### config.mk
export PLATFORM = sky130hd
export DESIGN_NAME = burst_col_seq
export DESIGN_NICKNAME = d
export VERILOG_FILES = /design/src/rtl/bcs_pkg.sv /design/src/rtl/bcs_legal.sv /design/src/rtl/bcs_ctrl.sv /design/src/rtl/bcs_addr_gen.sv /design/src/rtl/burst_col_seq.sv
export SDC_FILE = /design/constraint.sdc
export NUM_CORES = 1
export LEC_CHECK = 0
export CAP_MARGIN = 25
export CORE_UTILIZATION = 28
export CTS_BUF_LIST = sky130_fd_sc_hd__clkbuf_16
export DETAILED_ROUTE_END_ITERATION = 7
export GPL_ROUTABILITY_DRIVEN = 0
export PLACE_DENSITY = 0.5
export SYNTH_ARGS = -nofsm -noshare
export SYNTH_HDL_FRONTEND = slang
export SYNTH_SLANG_ARGS = --single-unit
export TNS_END_PERCENT = 100
### constraint.sdc
create_clock -name clk -period 4.7 [get_ports clk]
set_input_delay 0.94 -clock clk [delete_from_list [all_inputs] [get_ports clk]]
set_output_delay 0.94 -clock clk [all_outputs]
set_load 0.03 [all_outputs]
### src/rtl/bcs_pkg.sv
`timescale 1ns/1ps
// Shared types for the burst column sequencer.
// Assumes bursts never exceed 8 beats, so a 3-bit beat index suffices.
package bcs_pkg;
    localparam int IDX_W = 3;

    typedef enum logic { ORD_SEQ = 1'b0, ORD_INT = 1'b1 } order_e;
    typedef enum logic { EDGE_WRAP = 1'b0, EDGE_LINEAR = 1'b1 } edge_e;
endpackage

### src/rtl/bcs_legal.sv
`timescale 1ns/1ps
// Request screen: flags combinations the sequencer refuses.
// Assumes a purely combinational check of the raw request fields.
module bcs_legal #(
    parameter int COL_W = 10
) (
    input  logic [COL_W-1:0] req_col,
    input  logic             req_len8,
    input  logic             req_nowrap,
    output logic             refuse
);
    // Odd start column or 8-beat linear burst is refused.
    always_comb begin
        refuse = req_col[0] | (req_len8 & req_nowrap);
    end
endmodule

### src/rtl/bcs_ctrl.sv
`timescale 1ns/1ps
// Burst controller: captures an accepted request, counts beats and
// raises the refusal pulse. Assumes start is only honoured when idle.
module bcs_ctrl
    import bcs_pkg::*;
#(
    parameter int COL_W = 10
) (
    input  logic             clk,
    input  logic             rst_n,
    input  logic             start,
    input  logic             refuse,
    input  logic [COL_W-1:0] req_col,
    input  logic             req_len8,
    input  logic             req_order,
    input  logic             req_edge,
    output logic             running,
    output logic [IDX_W-1:0] beat_idx,
    output logic             final_beat,
    output logic [COL_W-1:0] base_q,
    output logic             len8_q,
    output order_e           order_q,
    output edge_e            edge_q,
    output logic             refuse_pulse
);
    // Final beat index depends on the captured burst length.
    always_comb begin
        final_beat = (beat_idx == (len8_q ? IDX_W'(7) : IDX_W'(3)));
    end

    // Accept or refuse while idle; step the beat index while running.
    always_ff @(posedge clk) begin
        if (!rst_n) begin
            running      <= 1'b0;
            beat_idx     <= '0;
            base_q       <= '0;
            len8_q       <= 1'b0;
            order_q      <= ORD_SEQ;
            edge_q       <= EDGE_WRAP;
            refuse_pulse <= 1'b0;
        end else begin
            refuse_pulse <= 1'b0;
            if (!running) begin
                if (start) begin
                    if (refuse) begin
                        refuse_pulse <= 1'b1;
                    end else begin
                        running  <= 1'b1;
                        beat_idx <= '0;
                        base_q   <= req_col;
                        len8_q   <= req_len8;
                        order_q  <= order_e'(req_order);
                        edge_q   <= edge_e'(req_edge);
                    end
                end
            end else if (final_beat) begin
                running <= 1'b0;
            end else begin
                beat_idx <= beat_idx + 1'b1;
            end
        end
    end


    // busy_hold_chk: a strobe during a burst leaves the captured start alone
    busy_hold_chk: assert property (@(posedge clk) disable iff (!rst_n)
        running && start |=> $stable(base_q));


    // refuse_quiet_chk: a refusal never starts a burst
    refuse_quiet_chk: assert property (@(posedge clk) disable iff (!rst_n)
        refuse_pulse |-> !running);
endmodule

### src/rtl/bcs_addr_gen.sv
`timescale 1ns/1ps
// Address arithmetic: forms the column of beat i from the captured start.
// Assumes COL_W >= 3 and that linear mode is only used with 4 beats.
module bcs_addr_gen
    import bcs_pkg::*;
#(
    parameter int COL_W = 10
) (
    input  logic [COL_W-1:0] base,
    input  logic             len8,
    input  order_e           order,
    input  edge_e            edge_mode,
    input  logic [IDX_W-1:0] idx,
    output logic [COL_W-1:0] addr
);
    localparam int UP_W = COL_W - IDX_W;

    logic [IDX_W-1:0] off;
    logic [IDX_W-1:0] seq_off;
    logic [IDX_W-1:0] int_off;
    logic [IDX_W-1:0] keep_mask;
    logic [IDX_W-1:0] wrap_off;

    // In-block offset for both orders, masked to the burst block size.
    always_comb begin
        off       = base[IDX_W-1:0];
        seq_off   = off + idx;
        int_off   = off ^ idx;
        keep_mask = len8 ? 3'b111 : 3'b011;
        wrap_off  = ((order == ORD_INT ? int_off : seq_off) & keep_mask)
                  | (off & ~keep_mask);
    end

    // Pick linear increment or in-block wrap.
    always_comb begin
        if (edge_mode == EDGE_LINEAR)
            addr = base + {{UP_W{1'b0}}, idx};
        else
            addr = {base[COL_W-1:IDX_W], wrap_off};
    end
endmodule

### src/rtl/burst_col_seq.sv
`timescale 1ns/1ps
// Burst column sequencer top: screens a request, runs the controller and
// presents one column address per clock. Assumes COL_W >= 3.
module burst_col_seq
    import bcs_pkg::*;
#(
    parameter int COL_W = 10
) (
    input  logic             clk,
    input  logic             rst_n,
    input  logic             start,
    input  logic [COL_W-1:0] start_col,
    input  logic             len8,
    input  logic             interleave,
    input  logic             nowrap,
    output logic [COL_W-1:0] col_addr,
    output logic             beat_valid,
    output logic             beat_last,
    output logic             illegal
);
    logic             refuse;
    logic             running;
    logic [IDX_W-1:0] beat_idx;
    logic             final_beat;
    logic [COL_W-1:0] base_q;
    logic             len8_q;
    order_e           order_q;
    edge_e            edge_q;
    logic [COL_W-1:0] gen_addr;

    bcs_legal #(.COL_W(COL_W)) u_legal (
        .req_col   (start_col),
        .req_len8  (len8),
        .req_nowrap(nowrap),
        .refuse    (refuse)
    );

    bcs_ctrl #(.COL_W(COL_W)) u_ctrl (
        .clk         (clk),
        .rst_n       (rst_n),
        .start       (start),
        .refuse      (refuse),
        .req_col     (start_col),
        .req_len8    (len8),
        .req_order   (interleave),
        .req_edge    (nowrap),
        .running     (running),
        .beat_idx    (beat_idx),
        .final_beat  (final_beat),
        .base_q      (base_q),
        .len8_q      (len8_q),
        .order_q     (order_q),
        .edge_q      (edge_q),
        .refuse_pulse(illegal)
    );

    bcs_addr_gen #(.COL_W(COL_W)) u_addr (
        .base     (base_q),
        .len8     (len8_q),
        .order    (order_q),
        .edge_mode(edge_q),
        .idx      (beat_idx),
        .addr     (gen_addr)
    );

    // Drive the beat outputs, holding the address at zero when idle.
    always_comb begin
        beat_valid = running;
        beat_last  = running & final_beat;
        col_addr   = running ? gen_addr : '0;
    end


    // last_has_valid_chk: the last flag only appears on a presented beat
    last_has_valid_chk: assert property (@(posedge clk) disable iff (!rst_n)
        beat_last |-> beat_valid);


    // burst_continues_chk: a non-final beat is always followed by another
    burst_continues_chk: assert property (@(posedge clk) disable iff (!rst_n)
        beat_valid && !beat_last |=> beat_valid);


    // linear_step_chk: linear bursts advance by exactly one column per beat
    linear_step_chk: assert property (@(posedge clk) disable iff (!rst_n)
        beat_valid && !beat_last && edge_q == EDGE_LINEAR
        |=> col_addr == $past(col_addr) + 1'b1);


    // wrap_upper_chk: wrapped beats keep the column bits above the block
    wrap_upper_chk: assert property (@(posedge clk) disable iff (!rst_n)
        beat_valid && edge_q == EDGE_WRAP
        |-> col_addr[COL_W-1:IDX_W] == base_q[COL_W-1:IDX_W]);
endmodule

==> summary.md <==
| Metric | Value |
|---|---|
| IO Count | 29 |
| Detailed Route WL | approximately 2.5 mm |
| Die W | around 63 um |
| Final antenna-violating net count | 0 |
| Non-Filler Cell Area, Final | between 1000 and 1500 um2 |
| First-pass GRT wire length | approximately 4.2 mm |
| DRT met1 WL | 1.204 mm |
| Total congestion overflow | 0 |
| Leakage power | between 0.5 and 0.6 nW |
| Clock sink count | 18 |
| Number of port buffers | 28 |
| Starting density of the core | 0.3030 |
| Class of the worst hold path | reg -> reg |
| Rel. slew slack | 0.5938 |
| Fin cells | around 200 |
| Layout cells sized above 1 | 0.05161 |
| Core ar. | ~3500 um2 |
| Asr flop ratio synth | 0 |
| Post-CTS Setup Inserts | 0 |
| Syn_area_per_cell | around 8.1 um2 |
| TritonCTS clock tree | done |
| Synth Cell Area | around 1100 um2 |
| Largest net degree at the start of global routing | 21 |
| Largest family of logic cells by synthesized area | simple AND/OR/NAND/NOR gates |
| Synth Area in Adders | 0.06667 |
| Mux contribution to synthesized area | 0.009524 |
| Multi-input logic area | 646.9 um2 |
| Routed vias | 950 |
| XOR/XNOR share of the synthesized area | 0.05000 |
| Clock Tree Buf Depth | 2 |
| Met2 wire length | ~1.2 mm |
| Mapped Cells | 129 |
| Status | finished clean |
| Net count reported at finish | 177 |
| Area growth, synth to finish | 36.90% |
| Number of max-cap violations | 0 |
| Post_cts resized | 0 |
| Mean routed wirelength per cell | between 10 and 15 um |
| Setup crit start kind | flip-flop |
| Worst-path fanout max | 4 |
| Setup crit end kind | output pin |
| Slew @ Worst Pin | about 0.6 ns |
| Sequential area share after synthesis | 0.3429 |
| Die footprint | 4002 um2 |
| Period minus WS final | between 3 and 4 ns |
| Initial antenna violation count | 0 |
| Power Density | around 270 nW/um2 |
| Overall global routing resource usage | 0.1337 |
| Largest area contributor in the netlist | dfxtp_1 |
| Row count | 21 |
| Top layer in use | met4 |
| Main synth FF type | dfxtp_1 |
| Placed inst area | 1360 um2 |
| Sequential cell area | between 300 and 400 um2 |
| Ant. Diodes | 0 |
| Setup TNS | 0 ns |
| Final Cycle Share | 0.7497 |
| Worst vdd ir | about 120 uV |
| Syn Nets | 150 |
| # DRC | 0 |
| Half-perimeter wire length after placement | ~1.8 mm |
| Post-synthesis simple-gate area fraction | 0.2774 |
| Total CTS buffers | 3 |
| Reg clk slew, reported paths | ~0.05 ns |
| Final hold viol count | 0 |
| Vias per cell | 4.726 |
| Post-synth EDFFs | 0 |
| CP required | approximately 3.8 ns |
| Synth Area in Compound Gates | 0.2119 |
| Top-area cell type share of the netlist area | 0.3429 |
| DR pass1 iterations | 4 |
| RSZ-0062 raised after global routing | false |
| Post-synth top cells | nand2_1, dfxtp_1, a21boi_0 |
| Iteration-0 DRC Markers | 44 |
| Setup Skew | between 0.0015 and 0.002 ns |
| Slew Limit Fails | 0 |
| Die extent in y | 63.27 um |
| Worst-skew pair later-pin latency | 0.25 ns |
| Top post-synthesis cells by area | dfxtp_1, nand2_1, a21boi_0, ha_1, and2_1 |
| Placed Instances | ~200 |
| CP Class | reg -> out |
| CTS root buf | clkbuf_16 |
| #FFs+latches synth | 18 |
| Post-CTS Hold Fix Bufs | 0 |
| Vias in the first global route | around 960 |
| Yosys Warn Count | 0 |
| PnR Total Power | slightly below 400 uW |
| Fillcell total | about 370 |
| WL met3 | ~58 um |
| Final setup viols | 0 |
| Fmax | roughly 280 MHz |
| Critical path arrival | between 2 and 3 ns |
| Most frequent cell after synthesis | nand2_1 |
| Synth unique cells | 37 |
| H-tree depth | 1 |
flip-flops by register name, indices dropped and copies added, names as in the netlist:
signal	flops
u_ctrl.base_q	10
u_ctrl.beat_idx	3
u_ctrl.edge_q	1
u_ctrl.len8_q	1
u_ctrl.order_q	1
u_ctrl.refuse_pulse	1
u_ctrl.running	1
metal layers:
metal	track usage	up-vias
li1	-	494
met3	0.01812	5
met1	0.1645	431
met4	0.06250	0
met2	0.2285	20
met5	0	-
logic make-up (layout without fill, tap and decap cells):
group	after synthesis	in the layout
adders and majority gates	5	5
xor gates and xnor gates	6	6
buffers and inverters	10	36
DFF	18	18
and+or+nand+nor	58	58
muxes	1	1
AOI/OAI and AO/OA	31	31
per-stage QoR:
step	utilization	setup WS, ns	hold WS [ns]
2_1_floorplan	-	2.084	0.4517
3_3_place_gp	0.3921	1.516	0.4647
3_5_place_dp	0.3921	1.442	0.4788
4_1_cts	0.4149	1.159	0.4886
5_1_grt	0.4149	0.9902	0.5094
6_report	0.4149	1.177	0.4877
placed cells by master (no fill, tap or decap), types with 2 or more instances in the layout:
master            n
nand2_1          32
clkdlybuf4s50_1  28
dfxtp_1          18
a21boi_0         10
and2_1            6
nand3_1           5
inv_1             4
a21oi_1           4
ha_1              4
xnor2_1           3
o21ai_0           3
xor2_1            3
a21boi_1          3
clkbuf_16         3
nor2b_1           2
nand2b_1          2
nor2_1            2
nand4_1           2
a21oi_2           2
o21a_1            2
worst max-delay path, stage by stage, from the launching register on:
cell             delay, ns
dfxtp_1               0.38
ha_1                  0.20
inv_1                 0.06
fa_1                  0.41
nor2b_1               0.21
o2111ai_1             0.14
xnor2_1               0.14
and2_1                0.13
clkdlybuf4s50_1       0.66
power by group:
part	switching (mW)	total, mW	leakage [nW]	internal [mW]
Clock	0.0582	0.171	0.0385	0.113
Combinational	0.0212	0.0466	0.357	0.0254
Sequential	0.00901	0.168	0.146	0.159
path summary, 6_finish.rpt:
kind	from	end	slack, ns	cells past startpoint
min	u_ctrl.base_q[0]	u_ctrl.base_q[0]	0.49	1
max reg2reg	u_ctrl.running	u_ctrl.beat_idx[0]	3.21	3
min reg2reg	u_ctrl.base_q[0]	u_ctrl.base_q[0]	0.49	1
max	u_ctrl.beat_idx[0]	col_addr[8]	1.18	8
area by class of cell:
cell class	instances	share of cell area
clock buffers	3	0.05217
clock inverters	1	0.002609
inverters	4	0.01043
multi-input cells	101	0.4496
flip-flops and latches	18	0.2504
well taps	46	0.04000
repair buffers	28	0.1948
Power figures use the tool's default switching activity.
